## src/rtl/tmr_wave_pkg.sv

```systemverilog
package tmr_wave_pkg;
  localparam int REG_W = 8;

  localparam logic [1:0] ADDR_CTRL = 2'd0;
  localparam logic [1:0] ADDR_CMP  = 2'd1;
  localparam logic [1:0] ADDR_CNT  = 2'd2;
  localparam logic [1:0] ADDR_FLAG = 2'd3;

  typedef enum logic [1:0] {
    WGM_NORMAL = 2'b00,
    WGM_PHASE  = 2'b01,
    WGM_CTC    = 2'b10,
    WGM_FAST   = 2'b11
  } wgm_e;

  // Datapath conditions seen by the control
  typedef struct packed {
    logic atMatch;
    logic atTop;
    logic cmpIsTop;
  } status_t;

  // Strobes from the control to the datapath
  typedef struct packed {
    logic cntClr;
    logic cmpLoad;
    logic cmpDirect;
    logic ocSet;
    logic ocClr;
    logic ocTgl;
  } strobe_t;
endpackage

```

## src/rtl/tmr_wave_ctrl.sv

```systemverilog
module tmr_wave_ctrl
  import tmr_wave_pkg::*;
(
  input  logic       clk,
  input  logic       rstN,
  input  logic       tick,
  input  logic       ctrlWe,
  input  logic [1:0] comIn,
  input  logic [1:0] wgmIn,
  input  status_t    stat,
  output strobe_t    strb,
  output logic [7:0] ctrlRd,
  output logic       oeReq
);
  logic [1:0] comMode;
  wgm_e       wgm;
  logic       pwmMode, ctcMode, matchEv, topEv;

  always_ff @(posedge clk) begin
    if (!rstN) begin
      comMode <= 2'b00;
      wgm     <= WGM_NORMAL;
    end else if (ctrlWe) begin
      comMode <= comIn;
      wgm     <= wgm_e'(wgmIn);
    end
  end

  assign ctrlRd  = {comMode, 4'b0000, wgm};
  assign pwmMode = (wgm == WGM_FAST);
  assign ctcMode = (wgm == WGM_CTC);
  assign matchEv = tick & stat.atMatch;
  assign topEv   = tick & stat.atTop;
  assign oeReq   = pwmMode ? comMode[1] : (comMode != 2'b00);

  always_comb begin
    strb           = '0;
    strb.cntClr    = ctcMode & matchEv;
    strb.cmpLoad   = pwmMode & topEv;
    strb.cmpDirect = ~pwmMode;
    if (pwmMode) begin
      unique case (comMode)
        2'b10: begin
          strb.ocClr = matchEv & ~stat.cmpIsTop;
          strb.ocSet = topEv;
        end
        2'b11: begin
          strb.ocSet = matchEv & ~stat.cmpIsTop;
          strb.ocClr = topEv;
        end
        default: ;
      endcase
    end else begin
      unique case (comMode)
        2'b01:   strb.ocTgl = matchEv;
        2'b10:   strb.ocClr = matchEv;
        2'b11:   strb.ocSet = matchEv;
        default: ;
      endcase
    end
  end

  AST_OC_ONE_ACTION: assert property (@(posedge clk) disable iff (!rstN)
    $onehot0({strb.ocSet, strb.ocClr, strb.ocTgl}));
endmodule

```

## src/rtl/tmr_wave_dp.sv

```systemverilog
module tmr_wave_dp
  import tmr_wave_pkg::*;
#(
  parameter int CNT_W = 8
) (
  input  logic             clk,
  input  logic             rstN,
  input  logic             tick,
  input  strobe_t          strb,
  input  logic             cmpWe,
  input  logic             cntWe,
  input  logic             flagWe,
  input  logic [REG_W-1:0] wdata,
  output status_t          stat,
  output logic [CNT_W-1:0] cnt,
  output logic [CNT_W-1:0] cmpBuf,
  output logic             ocOut,
  output logic             ovfFlag,
  output logic             cmpFlag
);
  localparam logic [CNT_W-1:0] TOP = '1;

  logic [CNT_W-1:0] cmpAct;

  assign stat.atMatch  = (cnt == cmpAct);
  assign stat.atTop    = (cnt == TOP);
  assign stat.cmpIsTop = (cmpAct == TOP);

  always_ff @(posedge clk) begin
    if (!rstN)                 cnt <= '0;
    else if (cntWe)            cnt <= wdata[CNT_W-1:0];
    else if (tick) begin
      if (strb.cntClr)         cnt <= '0;
      else                     cnt <= cnt + 1'b1;
    end
  end

  always_ff @(posedge clk) begin
    if (!rstN) begin
      cmpBuf <= '0;
      cmpAct <= '0;
    end else begin
      if (cmpWe) cmpBuf <= wdata[CNT_W-1:0];
      if (cmpWe && strb.cmpDirect) cmpAct <= wdata[CNT_W-1:0];
      else if (strb.cmpLoad)       cmpAct <= cmpBuf;
    end
  end

  always_ff @(posedge clk) begin
    if (!rstN)             ocOut <= 1'b0;
    else if (strb.ocTgl)   ocOut <= ~ocOut;
    else if (strb.ocSet)   ocOut <= 1'b1;
    else if (strb.ocClr)   ocOut <= 1'b0;
  end

  always_ff @(posedge clk) begin
    if (!rstN) begin
      ovfFlag <= 1'b0;
      cmpFlag <= 1'b0;
    end else begin
      ovfFlag <= (tick & stat.atTop)   | (ovfFlag & ~(flagWe & wdata[0]));
      cmpFlag <= (tick & stat.atMatch) | (cmpFlag & ~(flagWe & wdata[1]));
    end
  end

  AST_CNT_STEP: assert property (@(posedge clk) disable iff (!rstN)
    tick && !cntWe && !strb.cntClr |=> cnt == CNT_W'($past(cnt) + 1'b1));
  AST_OVF_SET: assert property (@(posedge clk) disable iff (!rstN)
    tick && cnt == TOP |=> ovfFlag);
  AST_CMP_SET: assert property (@(posedge clk) disable iff (!rstN)
    tick && stat.atMatch |=> cmpFlag);
endmodule

```

## src/rtl/tmr_wave_unit.sv

```systemverilog
module tmr_wave_unit
  import tmr_wave_pkg::*;
#(
  parameter int CNT_W = 8
) (
  input  logic       clk,
  input  logic       rstN,
  input  logic       tick,
  input  logic       regWe,
  input  logic [1:0] regAddr,
  input  logic [7:0] regWdata,
  output logic [7:0] regRdata,
  input  logic       pinDir,
  output logic       waveOut,
  output logic       waveOe,
  output logic       ovfFlag,
  output logic       cmpFlag
);
  localparam logic [CNT_W-1:0] TOP = '1;

  status_t          stat;
  strobe_t          strb;
  logic [7:0]       ctrlRd;
  logic             oeReq;
  logic [CNT_W-1:0] cnt, cmpBuf;
  logic             ctrlWe, cmpWe, cntWe, flagWe;

  assign ctrlWe = regWe && (regAddr == ADDR_CTRL);
  assign cmpWe  = regWe && (regAddr == ADDR_CMP);
  assign cntWe  = regWe && (regAddr == ADDR_CNT);
  assign flagWe = regWe && (regAddr == ADDR_FLAG);

  tmr_wave_ctrl ctrl_i (
    .clk(clk), .rstN(rstN), .tick(tick), .ctrlWe(ctrlWe),
    .comIn(regWdata[7:6]), .wgmIn(regWdata[1:0]),
    .stat(stat), .strb(strb), .ctrlRd(ctrlRd), .oeReq(oeReq)
  );

  tmr_wave_dp #(.CNT_W(CNT_W)) dp_i (
    .clk(clk), .rstN(rstN), .tick(tick), .strb(strb),
    .cmpWe(cmpWe), .cntWe(cntWe), .flagWe(flagWe), .wdata(regWdata),
    .stat(stat), .cnt(cnt), .cmpBuf(cmpBuf), .ocOut(waveOut),
    .ovfFlag(ovfFlag), .cmpFlag(cmpFlag)
  );

  assign waveOe = oeReq & pinDir;

  always_comb begin
    unique case (regAddr)
      ADDR_CTRL: regRdata = ctrlRd;
      ADDR_CMP:  regRdata = 8'(cmpBuf);
      ADDR_CNT:  regRdata = 8'(cnt);
      default:   regRdata = {6'b0, cmpFlag, ovfFlag};
    endcase
  end

  AST_OE_NEEDS_FIELD: assert property (@(posedge clk) disable iff (!rstN)
    waveOe |-> ctrlRd[7:6] != 2'b00 && pinDir);
  AST_CTC_RESTART: assert property (@(posedge clk) disable iff (!rstN)
    tick && ctrlRd[1:0] == 2'b10 && stat.atMatch && !cntWe |=> cnt == '0);
  AST_PWM_TOP_SET: assert property (@(posedge clk) disable iff (!rstN)
    tick && ctrlRd == 8'h83 && cnt == TOP |=> waveOut);
  AST_PWM_TOP_CLR: assert property (@(posedge clk) disable iff (!rstN)
    tick && ctrlRd == 8'hC3 && cnt == TOP |=> !waveOut);
endmodule

```

## config.mk

```make
export PLATFORM = sky130hd
export DESIGN_NAME = tmr_wave_unit
export DESIGN_NICKNAME = d
export VERILOG_FILES = /design/src/rtl/tmr_wave_pkg.sv /design/src/rtl/tmr_wave_ctrl.sv /design/src/rtl/tmr_wave_dp.sv /design/src/rtl/tmr_wave_unit.sv
export SDC_FILE = /design/constraint.sdc
export NUM_CORES = 1
export LEC_CHECK = 0
export BUFFER_PORTS_ARGS = -buffer_cell sky130_fd_sc_hd__clkbuf_2
export CAP_MARGIN = 20
export CORE_UTILIZATION = 41
export DETAILED_ROUTE_END_ITERATION = 8
export SKIP_CTS_REPAIR_TIMING = 1
export SYNTH_ARGS = -nofsm -noshare
export SYNTH_HDL_FRONTEND = slang
export SYNTH_HIERARCHICAL = 1
export SYNTH_SLANG_ARGS = --single-unit
```

## constraint.sdc

```tcl
create_clock -name clk -period 2 [get_ports clk]
set_input_delay 0.1 -clock clk [delete_from_list [all_inputs] [get_ports clk]]
set_output_delay 0.1 -clock clk [all_outputs]
set_load 0.01 [all_outputs]
```

* Word-level counts from Yosys, hierarchy flattened
Index checks and enable logic that the tools add are counted.
** Operators by class
- Add/sub/neg operators :: 1
- Equality and inequality tests :: 11
- Multiplexer cells :: 16
- Bitwise operators :: 17
- Reductions and logical operators :: 10
** Operators by type and width (count)
- $mux W8 :: 5
- $pmux W8 S3 :: 1
- $eq A8 B8 Y1 const B :: 2
- $eq A2 B2 Y1 const B :: 6
- $and A1 B1 Y1 :: 10
- $add A8 B1 Y8 const B :: 1
- $eq A8 B8 Y1 :: 1
- $mux W1 :: 8
- $reduce_bool A2 Y1 :: 3
- $logic_and A1 B1 Y1 :: 5
- $not A1 Y1 :: 5
- $eq A2 B1 Y1 const B :: 2
- $pmux W2 S2 :: 1
- $reduce_bool A3 Y1 :: 1
- $logic_not A2 Y1 :: 1
- $mux W2 :: 1
- $or A1 B1 Y1 :: 2
** Storage, ports and cells
- Flip-flop bits (word level) :: 31
- Input bits :: 15
- Output and inout bits :: 12
- Logic and storage cells :: 63

* Depth between registers and ports, before layout
Gate-level depths: netlist of the first run.
- Word-level depth :: 8
- Gate-level depth with buffers :: 10
- Gate-level depth less buffers :: 9

* By module
Netlist of the first run, hierarchy kept.
** By module, submodules not included
- tmr_wave_dp :: times used 1, cells an instance 150, area an instance 1325.0 um^2, sequential area each 540.5 um^2
- tmr_wave_ctrl :: times used 1, cells an instance 31, area an instance 262.8 um^2, sequential area each 80.1 um^2
- tmr_wave_unit :: times used 1, cells an instance 23, area an instance 224.0 um^2, sequential area each 0.0 um^2

* Worst setup path after synthesis of the first run
Ideal clock, no wire load.
- Path kind :: register to register
- Start point :: register dp_i.cnt[0]
- End point :: register dp_i.cmpAct[0]
- Library setup time :: 134 ps
- Arrival time :: 1658 ps
- Path slack :: 208 ps
- Cell stages (with the launch flop) :: 9
- Path buffers :: 1
- Period minus slack after synthesis :: 1792 ps
- Cell sequence :: dfxtp_1 > ha_1 > nand3_1 > nor2_1 > nand4_1 > inv_1 > clkbuf_1 > mux2i_1 > a211oi_1
** RTL lines
- from (decl) :: line tmr_wave_dp.sv:15 : output logic [CNT_W-1:0] cnt,
- from (signal assigned) :: line tmr_wave_dp.sv:31 : else if (cntWe) cnt <= wdata[CNT_W-1:0];
- from (signal assigned) :: line tmr_wave_dp.sv:34 : else cnt <= cnt + 1'b1;
- to (signal assigned) :: line tmr_wave_dp.sv:44 : if (cmpWe && strb.cmpDirect) cmpAct <= wdata[CNT_W-1:0];
- to (signal assigned) :: line tmr_wave_dp.sv:45 : else if (strb.cmpLoad) cmpAct <= cmpBuf;
- to (decl) :: line tmr_wave_dp.sv:23 : logic [CNT_W-1:0] cmpAct;

==> results of run 1 <==
==> worst paths after layout <==
| path | start | to | slack (ns) | cells past startpoint |
|---|---|---|---|---|
| worst max register to register | dp_i/cnt[0] | dp_i/cnt[1] | 0.14 | 10 |
| worst min-delay path | regWdata[3] | dp_i/cmpBuf[3] | 0.08 | 3 |
| worst max-delay path | dp_i/cnt[0] | dp_i/cnt[1] | 0.14 | 10 |
| worst min register to register | dp_i/ocOut | dp_i/ocOut | 0.50 | 1 |
==> cell usage after synthesis, drive strengths merged, types with 2 or more instances <==
| cell type | number |
|---|---|
| a211oi | 8 |
| a21oi | 8 |
| and3 | 2 |
| buf | 10 |
| clkbuf | 5 |
| dfxtp | 31 |
| inv | 4 |
| mux2i | 26 |
| mux4 | 2 |
| nand2 | 12 |
| nand2b | 3 |
| nand3 | 5 |
| nand3b | 2 |
| nand4 | 6 |
| nor2 | 28 |
| nor2b | 6 |
| nor3b | 5 |
| o21ai | 6 |
| o22ai | 2 |
| o2bb2ai | 6 |
| o32ai | 2 |
| xnor2 | 11 |
| xor2 | 2 |
==> registers in the layout, summed over array words and instances, names as in the netlist <==
signal / cells
ctrl_i/comMode: 2
ctrl_i/wgm: 2
dp_i/cmpAct: 8
dp_i/cmpBuf: 8
dp_i/cmpFlag: 1
dp_i/cnt: 8
dp_i/ocOut: 1
dp_i/ovfFlag: 1
==> worst max-delay path, delay by kind of cell (launching register included) <==
family                 cells  cell delay (ns)
AND/OR/NAND/NOR            6             0.82
flip-flops                 1             0.43
AO/OA/AOI/OAI              2             0.19
buffers and inverters      1             0.16
XOR/XNOR                   1             0.15
==> placed cells by master, fill, tap and decap left out, types with 8 or more instances in the layout <==
cell type  Yosys  routed
a21oi_1        8       8
clkbuf_2       1      26
nor2_1        28      28
a211oi_1       8       8
dfxtp_1       31      31
mux2i_1       26      26
nand2_1       11      11
xnor2_1       11      11
buf_4          5      17
==> cells by family after synthesis <==
family                     Yosys count  synth area share
DFF                                 31            0.3425
AOI/OAI and AO/OA                   37            0.1423
buffers and inverters               19           0.06076
xor gates and xnor gates            13           0.06285
other                                1          0.002070
adders and majority gates            1          0.006905
and+or+nand+nor                     74            0.2100
muxes                               28            0.1727
==> routing by layer <==
metal	share of wire	wire [µm]	global-route usage	vias up
li1	-	-	-	802
met1	0.51	2435	0.3350	754
met2	0.42	1982	0.3395	40
met3	0.053	252	0.05000	9
met4	0.019	90	0.09115	0
met5	0	0	0	-
==> cell type report <==
| cell class | instances | area (µm²) |
|---|---|---|
| repair buffers | 43 | 257.7 |
| clock buffers | 6 | 72.57 |
| flip-flops and latches | 31 | 620.6 |
| clock inverters | 2 | 12.51 |
| multi-input cells | 157 | 1099 |
| fillers | 411 | 1976 |
| well taps | 50 | 62.56 |
| inverters | 4 | 15.01 |
==> where the power goes <==
part	internal, mW	switching, mW	total, mW
Combinational	0.101	0.121	0.222
Clock	0.243	0.248	0.491
Sequential	0.645	0.0290	0.674
==> per-stage QoR <==
step | cells | utilization | setup slack, ns | area [µm²]
after floorplan | 207 | - | 0.2085 | 1823
after global placement | 285 | 0.4977 | 0.2420 | 2048
after detailed placement | 285 | 0.4977 | 0.2155 | 2048
after CTS | 293 | 0.5184 | 0.1916 | 2133
after global routing | 293 | 0.5199 | 0.03771 | 2140
final | 293 | 0.5199 | 0.1357 | 2140
==> results.sh, run 1 <==
export IMPL_status="finished clean"
export IMPL_clk_latency_ns=0.29
export IMPL_ys_types=41
export IMPL_area_growth_pct=18.09
export IMPL_period_share=0.9322
export IMPL_p_leak_nw=0.8210
export IMPL_yosysWarnings=6
export IMPL_drt_initial_drc_count=105
export IMPL_slowest_stage="dfxtp_1"
export IMPL_grt_util_all_layers=0.2350
export IMPL_htreeDepth=2
export IMPL_firstDrtPassIters=4
export IMPL_grt_pass1_vias=1510
export IMPL_synth_top_area_cell="dfxtp_1"
export IMPL_rows=23
export IMPL_maxSlewViolCount=0
export IMPL_viasPerCell=5.478
export IMPL_layout_drive_gt1_share=0.2222
export IMPL_ys_async_sr_fraction=0
export IMPL_ys_top_cells_by_area="dfxtp_1 (34%), mux2i_1 (14%), nor2_1 (5.8%)"
export IMPL_rsz0062_at_grt="false"
export IMPL_synth_edff_count=0
export IMPL_grt_pass1_wl_um=7755
export IMPL_path_cells="xnor2_1 > nand4_1 > nor2_1 > nand2_1 > nor3b_1 > buf_4 > nand3b_1 > a21oi_1 > a21oi_1 > nor2_1"
export IMPL_power_total_mw=1.387
export IMPL_dp_hpwl_um=3597
export IMPL_die_y_um=68.48
export IMPL_portBuffers=26
export IMPL_grt_max_degree=19
export IMPL_synth_flop_cell="dfxtp_1"
export IMPL_powerDensity_nw_per_um2=648.5
export IMPL_ioPinCount=27
export IMPL_cp_required_ns=2.18
export IMPL_syn_area_per_cell_um2=8.881
export IMPL_cts_root_buffer="clkbuf_8"
export IMPL_cts_sinks=31
export IMPL_routed_wl_um=4761
export IMPL_synth_top_area_frac=0.3425
export IMPL_yosysSeqAreaShare=0.3425
export IMPL_cts_inserted_buffers=5
export IMPL_cp_end_kind="flip-flop"
export IMPL_fin_nets=258
export IMPL_arrival_ns=2.04
export IMPL_place_gp_congestion=0.7890
export IMPL_initial_core_util=0.4403
export IMPL_diodes=0
export IMPL_synth_seq_cells=31
export IMPL_clockBufferDepth=2
export IMPL_setup_tns_ns=0
export IMPL_overflow=0
export IMPL_hold_slack_ns=0.08412
export IMPL_dieArea_um2=4689
export IMPL_vdd_drop_max_mv=0.3879
export IMPL_netlist_instances=204
export IMPL_cp_slowest_stage_delay_ns=0.43
export IMPL_antenna_found_initial=0
export IMPL_drc=0
export IMPL_coreArea_um2=4115
export IMPL_cp_start_kind="flip-flop"
export IMPL_path_class="reg -> reg"
export IMPL_skew_ns=0.004778
export IMPL_cap_violations=0
export IMPL_vias=1605
export IMPL_fin_crit_ns=1.864
export IMPL_setup_viol=0
export IMPL_cp_max_fo=6
export IMPL_netlist_area_um2=1812
export IMPL_fp_dieW_um=68.48
export IMPL_min_path_type="in -> reg"
export IMPL_finalHoldViolCount=0
export IMPL_ant_nets=0
export IMPL_cts_tree="built"
export IMPL_wire_per_inst_um=16.25
export IMPL_clkTransAtPathRegs_ns=0.07
export IMPL_fmax_mhz=536.4
No activity file was read; power rests on OpenSTA's default activity.
==> inputs of run 2 (changes only) <==
- REMOVE_ABC_BUFFERS: default -> 1
==> run 2 against run 1 <==
Count of clock-buffer cells in the layout unchanged. Clock skew grew 0.00085 ns. Sequential cell count did not move. Die area unchanged.
==> results.sh, run 2 (synthesis gave the netlist of run 1 again) <==
export IMPL_status="finished clean"
export IMPL_cp_slowest_stage_delay_ns=0.39
export IMPL_grt_max_degree=24
export IMPL_area_growth_pct=19.34
export IMPL_vias=1581
export IMPL_fin_nets=254
export IMPL_grt_pass1_wl_um=7238
export IMPL_clkTransAtPathRegs_ns=0.07
export IMPL_p_clk_frac=0.453
export IMPL_r2r_start="dp_i/cnt[4]"
export IMPL_coreArea_um2=4115
export IMPL_setup_tns_ns=0
export IMPL_rows=23
export IMPL_cp_required_ns=2.14
export IMPL_antenna_found_initial=0
export IMPL_r2r_slack_ns=0.16
export IMPL_crit_start="dp_i/cnt[4]"
export IMPL_diodes=0
export IMPL_cts_root_buffer="clkbuf_8"
export IMPL_r2r_cells=7
export IMPL_slew_headroom=0.6512
export IMPL_reg2reg_to="dp_i/cmpAct[4]"
export IMPL_slowest_stage="dfxtp_1"
export IMPL_min_path_type="in -> reg"
export IMPL_drt_initial_drc_count=152
export IMPL_p_leak_nw=0.8132
export IMPL_dp_hpwl_um=3339
export IMPL_rsz0062_at_grt="false"
export IMPL_viasPerCell=5.471
export IMPL_path_class="reg -> reg"
export IMPL_place_gp_congestion=0.8121
export IMPL_maxSlewViolCount=0
export IMPL_cp_max_fo=8
export IMPL_dieArea_um2=4689
export IMPL_layout_common_cells="dfxtp_1 (29), nor2_1 (28), mux2i_1 (26), clkbuf_2 (26), buf_4 (13)"
export IMPL_portBuffers=26
export IMPL_overflow=0
export IMPL_powerDensity_nw_per_um2=752.7
export IMPL_power_switching_mw=0.3862
export IMPL_fmax_mhz=543.3
export IMPL_fin_ws_ns=0.1594
export IMPL_arrival_ns=1.98
export IMPL_multi_input_area_um2=1097
export IMPL_drc=0
export IMPL_reg_top3="dp_i/cmpAct: 8 flops, dp_i/cmpBuf: 8 flops, dp_i/cnt: 8 flops"
export IMPL_cp_end_kind="flip-flop"
export IMPL_path_cells="buf_4 > nand4_1 > nor2_1 > nand4_1 > clkinvlp_4 > mux2i_1 > a211oi_1"
export IMPL_layout_drive_gt1_share=0.2218
export IMPL_internal_power_mw=1.241
export IMPL_cts_tree="built"
export IMPL_grt_util_all_layers=0.2185
export IMPL_seqPwrFrac=0.415
export IMPL_clk_latency_ns=0.28
export IMPL_tightest_slew_ns=0.5219
export IMPL_final_common_cell="dfxtp_1"
export IMPL_cts_sinks=31
export IMPL_cts_inserted_buffers=5
export IMPL_placedCellCount=281
export IMPL_vdd_drop_max_mv=0.4665
export IMPL_fp_dieW_um=68.48
export IMPL_die_y_um=68.48
export IMPL_grt_pass1_vias=1443
export IMPL_power_total_mw=1.627
export IMPL_period_share=0.9203
export IMPL_skew_ns=0.005629
export IMPL_cpMostUsedCell="nand4_1"
export IMPL_htreeDepth=2
export IMPL_routed_wl_um=4600
export IMPL_p_sw_frac=0.2373
export IMPL_seqCellArea_um2=623.1
export IMPL_ioPinCount=27
export IMPL_comb_power_share=0.132
export IMPL_wire_per_inst_um=15.92
export IMPL_firstDrtPassIters=4
export IMPL_endpoint="dp_i/cmpAct[4]"
export IMPL_fillers=409
export IMPL_dp_slack_ns=0.07552
export IMPL_post_route_util=0.5254
export IMPL_setup_viol=0
export IMPL_clockBufferDepth=2
export IMPL_layout_cells_non_filler=289
export IMPL_ant_nets=0
export IMPL_initial_core_util=0.4403
export IMPL_fin_crit_ns=1.841
export IMPL_cp_start_kind="flip-flop"
export IMPL_finalHoldViolCount=0
export IMPL_cap_violations=0
==> run 2: cell types whose count changed in the layout (fill, tap and decap cells not counted), moves of 2 or more <==
| cell | delta |
|---|---|
| dfxtp_2 | +2 |
| buf_4 | -4 |
| dfxtp_1 | -2 |
| bufinv_16 | +2 |
==> run 2: routing by layer <==
layer	routed length, µm	vias to the layer above	track usage
met5	0	-	0
met4	74	0	0.09115
met3	279	7	0.04000
met2	2008	38	0.3100
met1	2238	742	0.3179
li1	-	794	-
==> run 2: power groups by stage <==
stage	logic [mW]	registers, mW	clock network [mW]
CTS	0.214	0.675	0.743
detailed placement	0.212	0.688	0
floorplan	0.119	0.684	0
global placement	0.211	0.688	0
global route	0.237	0.680	0.766
finish	0.214	0.676	0.737
==> run 2: worst min-delay path by stage <==
stage	depth (start not counted)	to	start
final	3	dp_i/cnt[3]	regWdata[3]
after global routing	3	dp_i/cnt[3]	regWdata[3]
after CTS	3	dp_i/cnt[3]	regWdata[3]
after detailed placement	3	dp_i/cnt[3]	regWdata[3]
after global placement	3	dp_i/cnt[3]	regWdata[3]
after floorplan	1	ctrl_i/comMode[0]	rstN
==> run 2: critical path, delay by kind of cell, from the launching register on <==
family | cells | cell delay, ns
simple gates | 3 | 0.52
compound gates | 1 | 0.10
flops | 1 | 0.39
mux | 1 | 0.23
buf+inv | 2 | 0.45
==> run 2: area by class of cell <==
type,count,share of cell area
multi-input combinational,157,0.5075
timing repair buffer,39,0.1053
clock inverter,2,0.02778
tap,50,0.02894
inverter,4,0.008681
clock buffer,6,0.03356
sequential,31,0.2882
==> run 2: metrics by stage <==
step | instance area (µm²) | hold WS, ns
after floorplan | 1728 | 0.2282
after global routing | 2162 | 0.1093
final | 2162 | 0.09141
after CTS | 2151 | 0.08318
after detailed placement | 2018 | 0.3774
after global placement | 2018 | 0.3780
==> inputs of run 3 (changes only) <==
- SETUP_SLACK_MARGIN: default -> 0.4
==> run 3 against run 2 <==
Clock power fell by 0.5%. Hold slack got worse by 0.0029 ns. First-iteration DRC count grew 14%. Via count up 0.63%. Largest power group unchanged. Register-to-register slack improved by 0.08 ns. Sequential share of layout area is 0.20 points lower. Utilization grew 2.1 points. Die area stayed put.
==> results.sh, run 3 (synthesis gave the netlist of run 1 again) <==
export IMPL_seqPwrFrac=0.414
export IMPL_power_switching_mw=0.3887
export IMPL_rows=23
export IMPL_dp_hpwl_um=3339
export IMPL_fin_crit_ns=1.763
export IMPL_layout_common_cells="mux2i_1 (26), nor2_1 (26), clkbuf_2 (26), dfxtp_1 (19), buf_4 (16)"
export IMPL_htreeDepth=2
export IMPL_holdPathEnd="dp_i/cnt[3]"
export IMPL_grt_pass1_wl_um=7238
export IMPL_reg2reg_to="dp_i/cmpAct[4]"
export IMPL_maxSlewViolCount=0
export IMPL_min_from="regWdata[3]"
export IMPL_cp_required_ns=2.13
export IMPL_cp_end_kind="flip-flop"
export IMPL_top_layer_used="met4"
export IMPL_clkTransAtPathRegs_ns=0.07
export IMPL_r2r_slack_ns=0.24
export IMPL_wl_met3_um=259
export IMPL_vias=1591
export IMPL_rsz0062_at_grt="true"
export IMPL_internal_power_mw=1.249
export IMPL_setup_viol=0
export IMPL_layout_drive_gt1_share=0.3099
export IMPL_viasPerCell=5.449
export IMPL_ioPinCount=27
export IMPL_initial_core_util=0.4403
export IMPL_portBuffers=26
export IMPL_tightest_slew_ns=0.5456
export IMPL_clk_latency_ns=0.28
export IMPL_cap_violations=0
export IMPL_wl_met2_um=2023
export IMPL_wire_per_inst_um=15.85
export IMPL_die_y_um=68.48
export IMPL_cts_sinks=31
export IMPL_min_delay_path_depth=3
export IMPL_status="finished clean"
export IMPL_fin_nets=257
export IMPL_ant_nets=0
export IMPL_period_share=0.8816
export IMPL_grt_pass1_vias=1443
export IMPL_setup_tns_ns=0
export IMPL_p_leak_nw=0.8392
export IMPL_drt_initial_drc_count=174
export IMPL_dieArea_um2=4689
export IMPL_place_gp_congestion=0.8121
export IMPL_comb_power_share=0.138
export IMPL_met1_length_um=2268
export IMPL_cts_root_buffer="clkbuf_8"
export IMPL_drc=0
export IMPL_grt_max_degree=24
export IMPL_area_growth_pct=24.03
export IMPL_p_clk_frac=0.447
export IMPL_firstDrtPassIters=4
export IMPL_overflow=0
export IMPL_reg_top3="dp_i/cmpAct: 8 flops, dp_i/cmpBuf: 8 flops, dp_i/cnt: 8 flops"
export IMPL_arrival_ns=1.90
export IMPL_r2r_cells=7
export IMPL_coreArea_um2=4115
export IMPL_crit_start="dp_i/cnt[1]"
export IMPL_p_sw_frac=0.2374
export IMPL_vdd_drop_max_mv=0.4694
export IMPL_layout_cells_non_filler=292
export IMPL_diodes=0
export IMPL_fmax_mhz=567.1
export IMPL_cp_max_fo=8
export IMPL_cts_inserted_buffers=5
export IMPL_antenna_found_initial=0
export IMPL_powerDensity_nw_per_um2=728.7
export IMPL_skew_ns=0.005267
export IMPL_slew_headroom=0.6354
export IMPL_routed_wl_um=4627
export IMPL_cts_tree="built"
export IMPL_grt_util_all_layers=0.2185
export IMPL_clockBufferDepth=2
export IMPL_min_path_type="in -> reg"
export IMPL_power_total_mw=1.638
export IMPL_r2r_start="dp_i/cnt[1]"
export IMPL_cp_start_kind="flip-flop"
export IMPL_path_class="reg -> reg"
export IMPL_fp_dieW_um=68.48
export IMPL_finalHoldViolCount=0
export IMPL_placedCellCount=281
[run 3: worst max-delay path: stages, from the launching register on]
cell        delay [ns]
dfxtp_4           0.38
ha_2              0.20
nand3_1           0.09
nor2_2            0.14
nand4_1           0.20
clkinvlp_4        0.28
mux2i_1           0.23
a211oi_1          0.10
[run 3: layout make-up]
type	count	area (µm²)
repair buffers	42	250.2
flip-flops and latches	31	643.1
inverters	4	18.77
clock inverters	2	60.06
multi-input cells	157	1140
well taps	50	62.56
clock buffers	6	72.57
fillers	395	1868
[run 3: worst max path at each step]
stage | to | cells past startpoint
2_1_floorplan | dp_i/cnt[1] | 9
3_3_place_gp | dp_i/cmpAct[1] | 7
3_5_place_dp | dp_i/cmpAct[4] | 7
4_1_cts | dp_i/cmpAct[4] | 7
5_1_grt | dp_i/ocOut | 8
6_report | dp_i/cmpAct[4] | 7
[run 3: through the flow]
| stage | hold WS (ns) | utilization | worst slack [ns] | instance area (µm²) |
|---|---|---|---|---|
| 3_5_place_dp | 0.3774 | 0.4904 | 0.07552 | 2018 |
| 4_1_cts | 0.08318 | 0.5227 | 0.04996 | 2151 |
| 5_1_grt | 0.1029 | 0.5461 | 0.1679 | 2247 |
| 3_3_place_gp | 0.3780 | 0.4904 | 0.05758 | 2018 |
| 6_report | 0.08849 | 0.5461 | 0.2367 | 2247 |
| 2_1_floorplan | 0.2282 | - | 0.2145 | 1728 |
[run 3: layer usage]
layer,global-route usage,up-vias
li1,-,802
met1,0.3179,733
met2,0.3100,50
met3,0.04000,6
met4,0.09115,0
met5,0,-
[run 3: power by group through the flow]
stage	combinational [mW]	sequential (mW)	clock (mW)
CTS	0.214	0.675	0.743
floorplan	0.119	0.684	0
detailed placement	0.212	0.688	0
global placement	0.211	0.688	0
global route	0.248	0.682	0.766
finish	0.227	0.678	0.733
